===== config.mk =====
export PLATFORM = sky130hd
export DESIGN_NAME = tri_phase_gate_stage
export DESIGN_NICKNAME = d
export VERILOG_FILES = /design/src/rtl/tpg_pkg.sv /design/src/rtl/tpg_glitch_filter.sv /design/src/rtl/tpg_deadtime.sv /design/src/rtl/tpg_phase_lane.sv /design/src/rtl/tri_phase_gate_stage.sv
export SDC_FILE = /design/constraint.sdc
export NUM_CORES = 1
export LEC_CHECK = 0
export BUFFER_PORTS_ARGS = -buffer_cell sky130_fd_sc_hd__buf_2
export CAP_MARGIN = 20
export CORE_AREA = 2 2 82 84
export CTS_CLUSTER_SIZE = 24
export DETAILED_ROUTE_END_ITERATION = 10
export DIE_AREA = 0 0 84 86
export PLACE_DENSITY = 0.72
export SYNTH_ARGS = -nofsm -noshare
export SYNTH_HDL_FRONTEND = slang
export SYNTH_SLANG_ARGS = --single-unit

===== constraint.sdc =====
create_clock -name clk -period 1.4 [get_ports clk]
set_input_delay 0.14 -clock clk [delete_from_list [all_inputs] [get_ports clk]]
set_output_delay 0.14 -clock clk [all_outputs]
set_load 0.005 [all_outputs]

===== src/rtl/tpg_pkg.sv =====
// Package: shared types for the three-phase gate stage.
// Assumes: nothing beyond IEEE 1800-2017.
package tpg_pkg;

    // One phase's pair of side signals (high side, low side).
    typedef struct packed {
        logic hi;
        logic lo;
    } side_pair_t;

endpackage


===== src/rtl/tpg_glitch_filter.sv =====
// Glitch filter: the output takes a new input level only after the input
// has differed from the output on FILT_CYC consecutive clock edges.
// The latency is the same for rising and falling changes.
// Assumes: din is synchronous to clk; FILT_CYC >= 1.
module tpg_glitch_filter #(
    parameter int FILT_CYC = 3
) (
    input  logic clk,
    input  logic rst_n,
    input  logic din,
    output logic dout
);
    localparam int CW = $clog2(FILT_CYC + 1);
    localparam logic [CW-1:0] LIM = CW'(FILT_CYC - 1);

    logic [CW-1:0] run_cnt;

    // Count edges on which the input disagrees with the output; accept at LIM.
    always_ff @(posedge clk) begin
        if (!rst_n) begin
            dout    <= 1'b0;
            run_cnt <= '0;
        end else if (din == dout) begin
            run_cnt <= '0;
        end else if (run_cnt == LIM) begin
            dout    <= din;
            run_cnt <= '0;
        end else begin
            run_cnt <= run_cnt + 1'b1;
        end
    end


    filt_follow_chk: assert property (@(posedge clk) disable iff (!rst_n)
        (dout != $past(dout)) |-> ($past(din) == dout));

endmodule


===== src/rtl/tpg_deadtime.sv =====
// Deadtime stage: registers the interlocked side requests of one phase.
// A turn-off takes effect at the next edge. A turn-on of the side opposite
// to the one last on waits until both outputs have been off for DEAD_CYC
// cycles. A turn-on of the same side as last on goes through at once.
// Assumes: req_hi and req_lo are never 1 together; DEAD_CYC >= 1.
module tpg_deadtime #(
    parameter int DEAD_CYC = 4
) (
    input  logic clk,
    input  logic rst_n,
    input  logic req_hi,
    input  logic req_lo,
    output logic hi_q,
    output logic lo_q
);
    localparam int DW = $clog2(DEAD_CYC + 1);
    localparam logic [DW-1:0] SAT     = DW'(DEAD_CYC);
    localparam logic [DW-1:0] GAP_LIM = DW'(DEAD_CYC - 1);

    logic [DW-1:0] off_cnt;
    logic          last_hi;
    logic          gap_ok;
    logic          hi_nxt;
    logic          lo_nxt;

    // Gap is long enough once both are off and the count reaches GAP_LIM.
    always_comb begin
        gap_ok = !hi_q && !lo_q && (off_cnt >= GAP_LIM);
        hi_nxt = req_hi && !lo_q && (hi_q || last_hi || gap_ok);
        lo_nxt = req_lo && !hi_q && (lo_q || !last_hi || gap_ok);
    end

    // Output registers plus the off-time counter and last-side memory.
    always_ff @(posedge clk) begin
        if (!rst_n) begin
            hi_q    <= 1'b0;
            lo_q    <= 1'b0;
            off_cnt <= SAT;
            last_hi <= 1'b0;
        end else begin
            hi_q <= hi_nxt;
            lo_q <= lo_nxt;
            if (hi_q || lo_q)
                off_cnt <= '0;
            else if (off_cnt != SAT)
                off_cnt <= off_cnt + 1'b1;
            if (hi_q)
                last_hi <= 1'b1;
            else if (lo_q)
                last_hi <= 1'b0;
        end
    end

    // Independent checker state: cycles with both sides off, last side on.
    logic [DW-1:0] chk_run;
    logic          chk_prev_hi;

    // Track the observed off gap for the handover assertions.
    always_ff @(posedge clk) begin
        if (!rst_n) begin
            chk_run     <= SAT;
            chk_prev_hi <= 1'b0;
        end else begin
            chk_run     <= (hi_q || lo_q) ? '0 :
                           ((chk_run == SAT) ? SAT : chk_run + 1'b1);
            chk_prev_hi <= hi_q ? 1'b1 : (lo_q ? 1'b0 : chk_prev_hi);
        end
    end


    never_both_on_chk: assert property (@(posedge clk) disable iff (!rst_n)
        !(hi_q && lo_q));


    lo_gap_chk: assert property (@(posedge clk) disable iff (!rst_n)
        (lo_q && !$past(lo_q) && chk_prev_hi) |-> (chk_run >= SAT));


    hi_gap_chk: assert property (@(posedge clk) disable iff (!rst_n)
        (hi_q && !$past(hi_q) && !chk_prev_hi) |-> (chk_run >= SAT));


    prompt_off_chk: assert property (@(posedge clk) disable iff (!rst_n)
        (!req_hi && !req_lo) |=> (!hi_q && !lo_q));


    rise_requested_chk: assert property (@(posedge clk) disable iff (!rst_n)
        (hi_q && !$past(hi_q)) |-> $past(req_hi));

endmodule


===== src/rtl/tpg_phase_lane.sv =====
// One phase lane: polarity correction, two glitch filters, interlock and
// deadtime. The output is the unmasked gate pair of this phase.
// Assumes: commands are synchronous to clk.
module tpg_phase_lane
    import tpg_pkg::*;
#(
    parameter int FILT_CYC   = 3,
    parameter int DEAD_CYC   = 4,
    parameter bit ACTIVE_LOW = 1'b0
) (
    input  logic       clk,
    input  logic       rst_n,
    input  logic       cmd_hi,
    input  logic       cmd_lo,
    output side_pair_t gate_raw
);
    side_pair_t corr;
    side_pair_t filt;
    side_pair_t req;

    // Polarity correction picked at build time.
    generate
        if (ACTIVE_LOW) begin : g_inv
            assign corr.hi = ~cmd_hi;
            assign corr.lo = ~cmd_lo;
        end else begin : g_dir
            assign corr.hi = cmd_hi;
            assign corr.lo = cmd_lo;
        end
    endgenerate

    tpg_glitch_filter #(.FILT_CYC(FILT_CYC)) u_filt_hi (
        .clk(clk), .rst_n(rst_n), .din(corr.hi), .dout(filt.hi));
    tpg_glitch_filter #(.FILT_CYC(FILT_CYC)) u_filt_lo (
        .clk(clk), .rst_n(rst_n), .din(corr.lo), .dout(filt.lo));

    // Interlock: a simultaneous request for both sides yields none.
    always_comb begin
        req.hi = filt.hi && !filt.lo;
        req.lo = filt.lo && !filt.hi;
    end

    tpg_deadtime #(.DEAD_CYC(DEAD_CYC)) u_dead (
        .clk(clk), .rst_n(rst_n), .req_hi(req.hi), .req_lo(req.lo),
        .hi_q(gate_raw.hi), .lo_q(gate_raw.lo));

endmodule


===== src/rtl/tri_phase_gate_stage.sv =====
// Top: three (NUM_PHASES) lanes plus the combinational kill/allow masks.
// Masking sits after the deadtime registers so a kill acts in the same cycle.
// Assumes: kill and hi_allow are synchronous to clk.
module tri_phase_gate_stage
    import tpg_pkg::*;
#(
    parameter int NUM_PHASES = 3,
    parameter int FILT_CYC   = 70,
    parameter int DEAD_CYC   = 55,
    parameter bit ACTIVE_LOW = 1'b0
) (
    input  logic                  clk,
    input  logic                  rst_n,
    input  logic [NUM_PHASES-1:0] hi_cmd,
    input  logic [NUM_PHASES-1:0] lo_cmd,
    input  logic                  kill,
    input  logic [NUM_PHASES-1:0] hi_allow,
    output logic [NUM_PHASES-1:0] hi_gate,
    output logic [NUM_PHASES-1:0] lo_gate
);
    side_pair_t raw [NUM_PHASES];

    generate
        for (genvar p = 0; p < NUM_PHASES; p++) begin : g_ph
            tpg_phase_lane #(
                .FILT_CYC(FILT_CYC), .DEAD_CYC(DEAD_CYC), .ACTIVE_LOW(ACTIVE_LOW)
            ) u_lane (
                .clk(clk), .rst_n(rst_n), .cmd_hi(hi_cmd[p]), .cmd_lo(lo_cmd[p]),
                .gate_raw(raw[p]));

            // Apply the global kill and the high-side allow mask.
            always_comb begin
                hi_gate[p] = raw[p].hi && hi_allow[p] && !kill;
                lo_gate[p] = raw[p].lo && !kill;
            end
        end
    endgenerate

endmodule


==> impl_metrics.env <==
export IMPL_mostFrequentLayoutCell="dfxtp_1"
export IMPL_placed_area_sq_um=3730
export IMPL_worstMarginPinSlew_ns=0.406
export IMPL_hold_buffers=0
export IMPL_fillCellCount=528
export IMPL_drc=0
export IMPL_place_congestion=0.784
export IMPL_wire_per_inst_um=13.0
export IMPL_via_per_inst=5.48
export IMPL_critPathRequiredTime_ns=1.68
export IMPL_hp_start="rst_n"
export IMPL_cts_sinks=75
export IMPL_final_cell_mix="dfxtp_1 (65), nor2_1 (44), o21ai_0 (30), buf_4 (28), nand2_1 (26)"
export IMPL_antenna_cells=0
export IMPL_setup_ws_ns=-0.0249
export IMPL_syn_instance_count=369
export IMPL_worstPathMaxFanout=3
export IMPL_min_delay_path_depth=3
export IMPL_ir_worst_vdd_uv=1000
export IMPL_ys_ff_latch=75
export IMPL_grtUsageTotal_pct=18.9
export IMPL_area_growth_pct=20.6
export IMPL_core_area_sq_um=6280
export IMPL_met1_usage_pct=22.3
export IMPL_grt_pass1_vias=2639
export IMPL_end_kind="flip-flop"
export IMPL_use_met2_pct=32.4
export IMPL_multi_input_comb_area_sq_um=1880
export IMPL_grt_max_degree=19
export IMPL_regArea_sq_um=1510
export IMPL_cp_arrival_ns=1.70
export IMPL_ys_top_cells_by_area="dfxtp_1 (45%), ha_1 (6.7%), xor2_1 (5.5%), nor2_1 (5.0%), o21ai_0 (4.5%)"
export IMPL_fin_nets=452
export IMPL_status="finished, violations left"
export IMPL_die_h_um=86
export IMPL_cap_violations=0
export IMPL_rows=29
export IMPL_cts_htree_levels=3
export IMPL_tns_ns=-0.0524
export IMPL_reg2reg_to="g_ph[0].u_lane.u_filt_lo.dout"
export IMPL_p_per_area_nw_per_um2=1420
export IMPL_rr_worst_depth=3
export IMPL_yosysTopAreaCell="dfxtp_1"
export IMPL_max_freq_mhz=702
export IMPL_avgSynthCellArea_sq_um=9.11
export IMPL_synth_cell_area_sq_um=3360
export IMPL_vias=2761
export IMPL_ys_seq_area_share_pct=44.7
export IMPL_leakagePower_nw=1.60
export IMPL_cts_tree="done"
export IMPL_grt_setup_unrepaired="true"
export IMPL_io_buffers=17
export IMPL_clock_path_buffers=2
export IMPL_min_path_type="in -> reg"
export IMPL_hold_viol=0
export IMPL_drt_total_wl_mm=6.56
export IMPL_ys_warn_count=0
export IMPL_pre_cts_ws_ns=-0.00328
export IMPL_layout_drive_gt1_share_pct=21.5
export IMPL_gr_max_usage_layer="met2"
export IMPL_synth_top_area_share_pct=44.7
export IMPL_die_w_um=84
export IMPL_worstReg2RegStart="g_ph[0].u_lane.u_filt_lo.run_cnt[3]"
export IMPL_violations="negative setup slack"
export IMPL_synth_fp_nets=399
export IMPL_holdPathEnd="g_ph[2].u_lane.u_filt_hi.dout"
export IMPL_ant_nets=0
export IMPL_rrSetupSlack_ns=-0.02
export IMPL_antenna_found_initial=0
export IMPL_hpwlAfterDp_mm=4.64
export IMPL_cts_buffers=9
export IMPL_clock_skew_ns=0.0102
export IMPL_dieArea_sq_um=7220
export IMPL_maxSlewHeadroom_pct=72.2
export IMPL_critPathKind="reg -> reg"
export IMPL_start_util_pct=53.5
export IMPL_fin_crit_sh_pct=102
export IMPL_fin_crit_ns=1.42
export IMPL_io_pins=18
export IMPL_drtIter0Drc=77
export IMPL_post_synth_num_cell_types=29
export IMPL_stdcell_area_sq_um=4050
export IMPL_grt_pass1_wl_mm=11.0
export IMPL_clkLatencyLatePin_ns=0.35
export IMPL_clk_pin_slew_ns=0.07
export IMPL_first_pass_iters=4
export IMPL_grt_overflow_total=0
export IMPL_cts_root_buffer="clkbuf_8"
export IMPL_slew_viol_final=0
export IMPL_start_kind="flip-flop"
export IMPL_grtUsageMet3_pct=4.04
export IMPL_setup_violations=3
[metal layers]
| metal | part of all wire (%) | wire [um] |
|---|---|---|
| met5 | 0 | 0 |
| met4 | 2.3 | 152 |
| met2 | 49 | 3220 |
| met3 | 3.8 | 248 |
| met1 | 45 | 2940 |
[cells by family (layout without fill, tap and decap cells)]
| family | count (synthesis) | in the layout | synth area share (%) |
|---|---|---|---|
| xor+xnor | 30 | 30 | 7.82 |
| simple gates | 140 | 140 | 21.6 |
| buf+inv | 19 | 77 | 2.16 |
| compound gates | 87 | 87 | 17.0 |
| fa+ha+maj | 18 | 18 | 6.70 |
| flops | 75 | 75 | 44.7 |
[synthesized netlist by cell type]
library cell  number
a21o_1             3
dfxtp_1           75
a2111oi_0          6
nor2_1            45
o2111ai_1          3
clkbuf_1           2
ha_1              18
inv_1             15
xor2_1            21
xnor2_1            9
nor2b_1            9
clkinv_1           1
o21a_1             6
nand2b_1           4
nand3b_1           3
o311ai_0           3
a21oi_1           18
or3_1             24
buf_2              1
nand4bb_1          1
nand3_1           20
or4b_4             5
a31o_2             3
o31ai_1            3
and3b_1            3
nand2_1           26
o211ai_2           4
o211ai_1           8
o21ai_0           30
[what timing repair did]
action,4_1_cts,5_1_grt
setup buffers,0,1
setup endpoints to repair,2,36
pin swaps,0,12
gates resized for setup,2,29
[cell type report]
cell class,count,area share (%)
multi-input combinational,275,46.4
sequential,75,37.4
timing repair buffer,45,7.29
clock buffer,15,4.35
tap,77,2.38
inverter,16,1.48
clock inverter,1,0.741
[metrics by stage]
step | cells | utilization, % | hold WS [ns] | power (mW)
floorplan | 369 | - | 0.310 | 3.52
global placement | 487 | 59.5 | 0.450 | 3.92
detailed placement | 487 | 59.5 | 0.461 | 3.99
CTS | 503 | 62.9 | 0.113 | 5.71
global route | 504 | 64.6 | 0.121 | 6.09
finish | 504 | 64.6 | 0.116 | 5.76
[registers in the layout, indices dropped and copies added, names as in the netlist]
| register | cells |
|---|---|
| g_ph.u_lane.u_filt_hi.dout | 3 |
| g_ph.u_lane.u_dead.hi_q | 3 |
| g_ph.u_lane.u_filt_hi.run_cnt | 21 |
| g_ph.u_lane.u_dead.lo_q | 3 |
| g_ph.u_lane.u_filt_lo.dout | 3 |
| g_ph.u_lane.u_dead.off_cnt | 18 |
| g_ph.u_lane.u_filt_lo.run_cnt | 21 |
| g_ph.u_lane.u_dead.last_hi | 3 |
[where the power goes]
part	internal, mW	switching, mW
sequential	2.35	0.238
combinational	0.746	0.706
clock	0.973	0.746
[worst max-delay path: stages, from the launching register on]
cell     delay, ns
dfxtp_2       0.32
or4b_4        0.55
or3_1         0.35
a21oi_2       0.14
[how the worst max path moves through the flow]
stage | startpoint | end | cells past startpoint
after floorplan | g_ph[2].u_lane.u_filt_hi.run_cnt[5] | g_ph[2].u_lane.u_filt_hi.run_cnt[5] | 3
after global placement | g_ph[2].u_lane.u_filt_lo.run_cnt[3] | g_ph[2].u_lane.u_filt_lo.dout | 3
after detailed placement | g_ph[1].u_lane.u_filt_lo.run_cnt[4] | g_ph[1].u_lane.u_filt_lo.run_cnt[4] | 3
after CTS | g_ph[0].u_lane.u_filt_hi.run_cnt[4] | g_ph[0].u_lane.u_filt_hi.run_cnt[3] | 3
after global routing | g_ph[2].u_lane.u_dead.off_cnt[0] | g_ph[2].u_lane.u_dead.lo_q | 5
final | g_ph[0].u_lane.u_filt_lo.run_cnt[3] | g_ph[0].u_lane.u_filt_lo.dout | 3
No activity file was read; power rests on OpenSTA's default activity.
